[config.mk]
export PLATFORM = sky130hd
export DESIGN_NAME = twin_bank_intc
export DESIGN_NICKNAME = d
export VERILOG_FILES = /design/src/rtl/twin_intc_pkg.sv /design/src/rtl/intc_src_router.sv /design/src/rtl/intc_reg_decode.sv /design/src/rtl/intc_bank.sv /design/src/rtl/twin_bank_intc.sv
export SDC_FILE = /design/constraint.sdc
export NUM_CORES = 1
export LEC_CHECK = 0
export ABC_AREA = 1
export BUFFER_PORTS_ARGS = -buffer_cell sky130_fd_sc_hd__buf_2
export CAP_MARGIN = 5
export CORE_MARGIN = 2
export CORE_UTILIZATION = 25
export CTS_CLUSTER_DIAMETER = 100
export DETAILED_ROUTE_END_ITERATION = 8
export GPL_ROUTABILITY_DRIVEN = 0
export SYNTH_ARGS = -nofsm -noshare
export SYNTH_HDL_FRONTEND = slang
export SYNTH_SLANG_ARGS = --single-unit
[constraint.sdc]
create_clock -name clk -period 12.45 [get_ports clk]
set_clock_uncertainty 0.2 [all_clocks]
set_input_delay 1.245 -clock clk [delete_from_list [all_inputs] [get_ports clk]]
set_output_delay 1.245 -clock clk [all_outputs]
set_load 0.02 [all_outputs]
[src/rtl/twin_intc_pkg.sv]
package twin_intc_pkg;

  // Low address nibble selecting a word inside a bank slot
  localparam logic [3:0] OFF_EVT = 4'h0;
  localparam logic [3:0] OFF_MSK = 4'h4;
  localparam logic [3:0] OFF_ACK = 4'h8;
  localparam logic [3:0] OFF_LVL = 4'hC;

  typedef enum logic [2:0] {
    FLD_NONE,
    FLD_EVT,
    FLD_MSK,
    FLD_ACK,
    FLD_LVL
  } fld_e;

endpackage

[src/rtl/intc_src_router.sv]
module intc_src_router #(
  parameter int NB = 2,
  parameter int BW = 32
) (
  input  logic [NB*BW-1:0]        src_flat,
  output logic [NB-1:0][BW-1:0]   bank_src
);

  // Input k lands in bank (NB-1 - k/BW) at bit k%BW
  for (genvar k = 0; k < NB*BW; k++) begin : g_map
    localparam int BANK = NB - 1 - (k / BW);
    localparam int BIT  = k % BW;
    assign bank_src[BANK][BIT] = src_flat[k];
  end

endmodule

[src/rtl/intc_reg_decode.sv]
module intc_reg_decode
  import twin_intc_pkg::*;
#(
  parameter int NB = 2,
  parameter int AW = 12
) (
  input  logic [AW-1:0] addr,
  input  logic          wr,
  input  logic          rd,
  output logic [NB-1:0] mask_we,
  output logic [NB-1:0] ack_we,
  output logic [NB-1:0] rd_sel,
  output fld_e          rd_fld
);

  localparam int SLOT_W = AW - 4;

  logic [NB-1:0] hit;
  fld_e          fld;

  always_comb begin
    unique case (addr[3:0])
      OFF_EVT: fld = FLD_EVT;
      OFF_MSK: fld = FLD_MSK;
      OFF_ACK: fld = FLD_ACK;
      OFF_LVL: fld = FLD_LVL;
      default: fld = FLD_NONE;
    endcase
  end

  for (genvar b = 0; b < NB; b++) begin : g_slot
    assign hit[b]     = (addr[AW-1:4] == SLOT_W'(b + 1));
    assign mask_we[b] = wr & hit[b] & (fld == FLD_MSK);
    assign ack_we[b]  = wr & hit[b] & (fld == FLD_ACK);
    assign rd_sel[b]  = rd & hit[b] &
                        ((fld == FLD_EVT) | (fld == FLD_MSK) | (fld == FLD_LVL));
  end

  assign rd_fld = fld;

endmodule

[src/rtl/intc_bank.sv]
module intc_bank #(
  parameter int            BW       = 32,
  parameter logic [BW-1:0] LVL_TYPE = '0
) (
  input  logic          clk,
  input  logic          rst_n,
  input  logic [BW-1:0] src,
  input  logic          mask_we,
  input  logic          ack_we,
  input  logic [BW-1:0] wdata,
  output logic [BW-1:0] evt,
  output logic [BW-1:0] mask,
  output logic [BW-1:0] lvl,
  output logic          pending
);

  logic [BW-1:0] evt_q, evt_nxt;
  logic [BW-1:0] mask_q;
  logic [BW-1:0] lvl_q, lvl_nxt;
  logic [BW-1:0] rise;
  logic [BW-1:0] clr;

  // Next state
  always_comb begin
    rise    = src & ~lvl_q & ~LVL_TYPE;
    clr     = ack_we ? (wdata & ~LVL_TYPE) : '0;
    evt_nxt = (evt_q & ~clr) | rise;   // rise wins over acknowledge
    lvl_nxt = src;
  end

  // Registers
  always_ff @(posedge clk or negedge rst_n) begin
    if (!rst_n) begin
      evt_q <= '0;
      lvl_q <= '0;
    end else begin
      evt_q <= evt_nxt;
      lvl_q <= lvl_nxt;
    end
  end

  always_ff @(posedge clk or negedge rst_n) begin
    if (!rst_n) begin
      mask_q <= '0;
    end else if (mask_we) begin
      mask_q <= wdata;
    end
  end

  assign evt     = evt_q;
  assign mask    = mask_q;
  assign lvl     = lvl_q;
  assign pending = |((evt_q | (lvl_q & LVL_TYPE)) & mask_q);

  AST_LVL_FOLLOWS: assert property (@(posedge clk) disable iff (!rst_n)
    1'b1 |=> (lvl_q == $past(src)));
  AST_EVT_STICKY: assert property (@(posedge clk) disable iff (!rst_n)
    !ack_we |=> ((evt_q & $past(evt_q)) == $past(evt_q)));
  AST_LVL_NO_EVT: assert property (@(posedge clk) disable iff (!rst_n)
    (evt_q & LVL_TYPE) == '0);
  AST_ACK_CLEARS: assert property (@(posedge clk) disable iff (!rst_n)
    ack_we |=> ((evt_q & $past(wdata & ~LVL_TYPE & ~(src & ~lvl_q))) == '0));
  AST_RISE_WINS: assert property (@(posedge clk) disable iff (!rst_n)
    ack_we |=> ((evt_q & $past(src & ~lvl_q & ~LVL_TYPE)) == $past(src & ~lvl_q & ~LVL_TYPE)));
  AST_MASK_HOLD: assert property (@(posedge clk) disable iff (!rst_n)
    !mask_we |=> $stable(mask_q));

endmodule

[src/rtl/twin_bank_intc.sv]
module twin_bank_intc
  import twin_intc_pkg::*;
#(
  parameter int                 NB       = 2,
  parameter int                 BW       = 32,
  parameter int                 AW       = 12,
  parameter logic [NB*BW-1:0]   LVL_TYPE = {32'h1FF0_0000, 32'h0000_0000}
) (
  input  logic             clk,
  input  logic             rst_n,
  input  logic [AW-1:0]    reg_addr,
  input  logic             reg_wr,
  input  logic [BW-1:0]    reg_wdata,
  input  logic             reg_rd,
  output logic [BW-1:0]    reg_rdata,
  input  logic [NB*BW-1:0] irq_in,
  output logic             cpu_irq
);

  // Reset: asserted asynchronously, released through two flops
  logic rst_s1, rst_s2;
  always_ff @(posedge clk or negedge rst_n) begin
    if (!rst_n) begin
      rst_s1 <= 1'b0;
      rst_s2 <= 1'b0;
    end else begin
      rst_s1 <= 1'b1;
      rst_s2 <= rst_s1;
    end
  end
  logic rst_int_n;
  assign rst_int_n = rst_s2;

  logic [NB-1:0][BW-1:0] bank_src;
  logic [NB-1:0][BW-1:0] evt, mask, lvl;
  logic [NB-1:0]         pend;
  logic [NB-1:0]         mask_we, ack_we, rd_sel;
  fld_e                  rd_fld;

  intc_src_router #(.NB(NB), .BW(BW)) u_router (
    .src_flat (irq_in),
    .bank_src (bank_src)
  );

  intc_reg_decode #(.NB(NB), .AW(AW)) u_dec (
    .addr    (reg_addr),
    .wr      (reg_wr),
    .rd      (reg_rd),
    .mask_we (mask_we),
    .ack_we  (ack_we),
    .rd_sel  (rd_sel),
    .rd_fld  (rd_fld)
  );

  for (genvar b = 0; b < NB; b++) begin : g_bank
    intc_bank #(.BW(BW), .LVL_TYPE(LVL_TYPE[b*BW +: BW])) u_bank (
      .clk     (clk),
      .rst_n   (rst_int_n),
      .src     (bank_src[b]),
      .mask_we (mask_we[b]),
      .ack_we  (ack_we[b]),
      .wdata   (reg_wdata),
      .evt     (evt[b]),
      .mask    (mask[b]),
      .lvl     (lvl[b]),
      .pending (pend[b])
    );
  end

  // Read path: next value then enabled register
  logic [BW-1:0] rd_nxt, rdata_q;
  always_comb begin
    rd_nxt = '0;
    for (int b = 0; b < NB; b++) begin
      if (rd_sel[b]) begin
        unique case (rd_fld)
          FLD_EVT: rd_nxt = rd_nxt | evt[b];
          FLD_MSK: rd_nxt = rd_nxt | mask[b];
          FLD_LVL: rd_nxt = rd_nxt | lvl[b];
          default: rd_nxt = rd_nxt;
        endcase
      end
    end
  end

  always_ff @(posedge clk or negedge rst_int_n) begin
    if (!rst_int_n) begin
      rdata_q <= '0;
    end else if (reg_rd) begin
      rdata_q <= rd_nxt;
    end
  end

  assign reg_rdata = rdata_q;
  assign cpu_irq   = |pend;

  AST_UNMAPPED_READ: assert property (@(posedge clk) disable iff (!rst_int_n)
    (reg_rd && (rd_sel == '0)) |=> (reg_rdata == '0));
  AST_ONE_TARGET: assert property (@(posedge clk) disable iff (!rst_int_n)
    $onehot0({mask_we, ack_we}));
  AST_RDATA_HOLD: assert property (@(posedge clk) disable iff (!rst_int_n)
    !reg_rd |=> $stable(reg_rdata));
  AST_IRQ_NEEDS_MASK: assert property (@(posedge clk) disable iff (!rst_int_n)
    cpu_irq |-> (mask != '0));

endmodule

==> flow_metrics.py <==
metrics = {
    "status": {
        "outcome": "completed",
    },
    "timing": {
        "final_hold_viol_count": 0,
        "worst_pin_slew_ps": 1110,
        "min_period_ps": 3720,
        "drv_slew": 0,
        "setup_slack_ps": 8730,
        "rsz0062_at_grt": "no",
        "max_freq_ghz": 0.269,
        "maxSlewHeadroom_pct": 25.5,
        "period_share_pct": 29.9,
        "finalSetupTns_ps": 0,
        "setup_violations": 0,
        "holdWs_ps": 150,
    },
    "power": {
        "power-per-cell-area_mw_per_mm2": 139,
        "power_w": 0.00166,
        "max-vdd-ir-drop_mv": 0.0993,
        "power_leakage_nw": 5.68,
    },
    "synthesis": {
        "ys_async_sr_fraction_pct": 100,
        "synth-edff-count": 0,
        "yosysUniqueCellTypes": 23,
        "syn_inst": 1195,
        "synth_common_cells": "nand2_1, nand3_1, dfrtp_1",
        "synthFlopType": "dfrtp_1",
        "syn_nets": 1307,
        "ys_warn_count": 0,
        "yosys.area.top_type_share_pct": 55.3,
        "ys_seq_area_share_pct": 55.3,
        "synthTopCellsByArea": "dfrtp_1, nand2_1, nand3_1, o21ai_0, inv_1",
        "avgSynthCellArea_um2": 8.21,
        "synth.most_common_cell": "nand2_1",
        "synth_area_mm2": 0.00982,
        "ys_seq_elements": 217,
        "yosysTopAreaCell": "dfrtp_1",
    },
    "drt": {
        "drc_errors": 0,
        "wire_per_inst_um": 16.2,
        "via_per_inst": 4.53,
        "first_pass_iters": 5,
        "antenna_left": 0,
        "drtIter0Drc": 562,
        "routed_wl_mm": 29.9,
        "route.vias.total": 8399,
    },
    "critical_path": {
        "crit_path_end": "g_bank[1].u_bank.evt[14]$_DFF_PN0_",
        "end_kind": "flop",
        "r2r_cells": 1,
        "arrival_ps": 3890,
        "critPathMaxFanout": 77,
        "crit_path_start": "reg_addr[1]",
        "r2r_slack_ps": 10140,
        "r2r-start": "rst_int_n$_DFF_PN0_",
        "start_kind": "primary input",
        "worstSetupPathType": "in2reg",
        "worst-endpoint-required_ps": 12620,
        "reg2reg_to": "g_bank[1].u_bank.mask[15]$_DFFE_PN0P_",
    },
    "cts": {
        "clockRootBuffer": "clkbuf_16",
        "cts_resized": 0,
        "cts-buffers-inserted": 24,
        "hold_buffers": 0,
        "cts_setup_buffers": 0,
        "htreeDepth": 1,
        "cts_sinks": 217,
        "clockBufferDepth": 3,
        "tritoncts": "yes",
        "clock_latency_ps": 520,
        "clk_pin_slew_ps": 60,
    },
    "die": {
        "die_w_um": 202,
        "start_util_pct": 25.3,
        "die_area_mm2": 0.0409,
        "core_area_mm2": 0.0387,
        "die_h_um": 202,
        "rows": 72,
        "io_pins": 145,
    },
    "run": {
        "maxCapViolCount": 0,
    },
    "final_layout": {
        "layout-drive-gt1-share_pct": 17.5,
        "multi_input_area_mm2": 0.00365,
        "area.sequential_mm2": 0.00543,
        "nets": 1427,
        "fill_cells": 4134,
        "area_delta_synth_final_pct": 21.7,
    },
    "hold_path": {
        "hold_class": "reg2reg",
    },
    "global_route": {
        "grt_overflow": 0,
        "grt_max_degree": 79,
        "grt_pass1_vias": 8495,
        "grtUsageTotal_pct": 14.8,
        "antenna_found_initial": 9,
        "grt_pass1_wl_mm": 47.9,
    },
    "placed_design": {
        "preCtsSetupSlack_ps": 8240,
        "dp_hpwl_mm": 20.0,
        "io_buffers": 144,
    },
}
worst min path at each step:
stage / start / to / depth (start not counted)
final: rst_s1$_DFF_PN0_ / rst_int_n$_DFF_PN0_ / 0
after global routing: rst_s1$_DFF_PN0_ / rst_int_n$_DFF_PN0_ / 0
after CTS: rst_s1$_DFF_PN0_ / rst_int_n$_DFF_PN0_ / 0
after detailed placement: rst_s1$_DFF_PN0_ / rst_int_n$_DFF_PN0_ / 0
after global placement: rst_s1$_DFF_PN0_ / rst_int_n$_DFF_PN0_ / 0
after floorplan: rst_s1$_DFF_PN0_ / rst_int_n$_DFF_PN0_ / 0
state kept, by name (all words and copies together) (netlist names):
signal              cells
g_bank.u_bank.lvl      64
rst_s1                  1
rst_int_n               1
reg_rdata              32
g_bank.u_bank.mask     64
g_bank.u_bank.evt      55
where the power goes:
part,total (W),internal [W],switching [W]
sequential,0.000736,0.000722,0.0000138
combinational,0.000111,0.0000343,0.0000766
clock,0.000817,0.000515,0.000302
metal layers:
layer	global-route usage (%)	vias to the layer above	part of all wire [%]
met1	20.4	3990	47
li1	-	4120	-
met4	4.30	10	2.3
met2	23.6	228	45
met3	3.02	51	5.9
met5	0	-	0.19
worst max-delay path, stage by stage:
cell and delay (ps):
buf_2 110, nor2_4 90, buf_4 640, nand2_1 130
nor2_1 160, nand3_1 800, o21ai_0 490, o21ai_0 160
cells by family (layout without fill, tap and decap cells):
logic type             Yosys count  count (layout)  synth area share (%)
AOI/OAI and AO/OA              154             154                  8.11
buffers and inverters          191             329                  7.67
DFF                            217             217                  55.3
other                            1               3                0.0382
and+or+nand+nor                632             632                  28.9
final cells by class:
class                           instances  area share, %
Antenna cell                            2         0.0419
Clock buffer                           30           5.73
Clock inverter                         14           1.92
Inverter                              131           4.12
Multi-Input combinational cell        787           30.5
Sequential cell                       217           45.5
Tap cell                              518           5.43
Timing Repair Buffer                  154           6.73
cell usage in the layout (no fill, tap or decap), types with 2 or more instances in the layout:
master       n
inv_1      128
nor2_1      18
nor2_2       3
o211ai_1    10
buf_4        9
bufinv_16    6
nand4_1     15
clkinv_2     6
diode_2      2
nor2_4       2
or2_2       21
o21ai_1     35
clkbuf_8     4
inv_2        3
o21ai_0    107
a21oi_1      2
nand3_4      2
clkbuf_16   25
dfrtp_1    216
nand2_1    325
buf_2      144
nand3_1    242
per-stage QoR:
step	cells	util, %	cell area (um2)
floorplan	1195	-	9820
global placement	1806	28.4	11000
detailed placement	1806	28.4	11000
CTS	1850	30.8	11900
global route	1851	30.8	11900
finish	1853	30.8	11900
(Power assumes the default switching activity.)
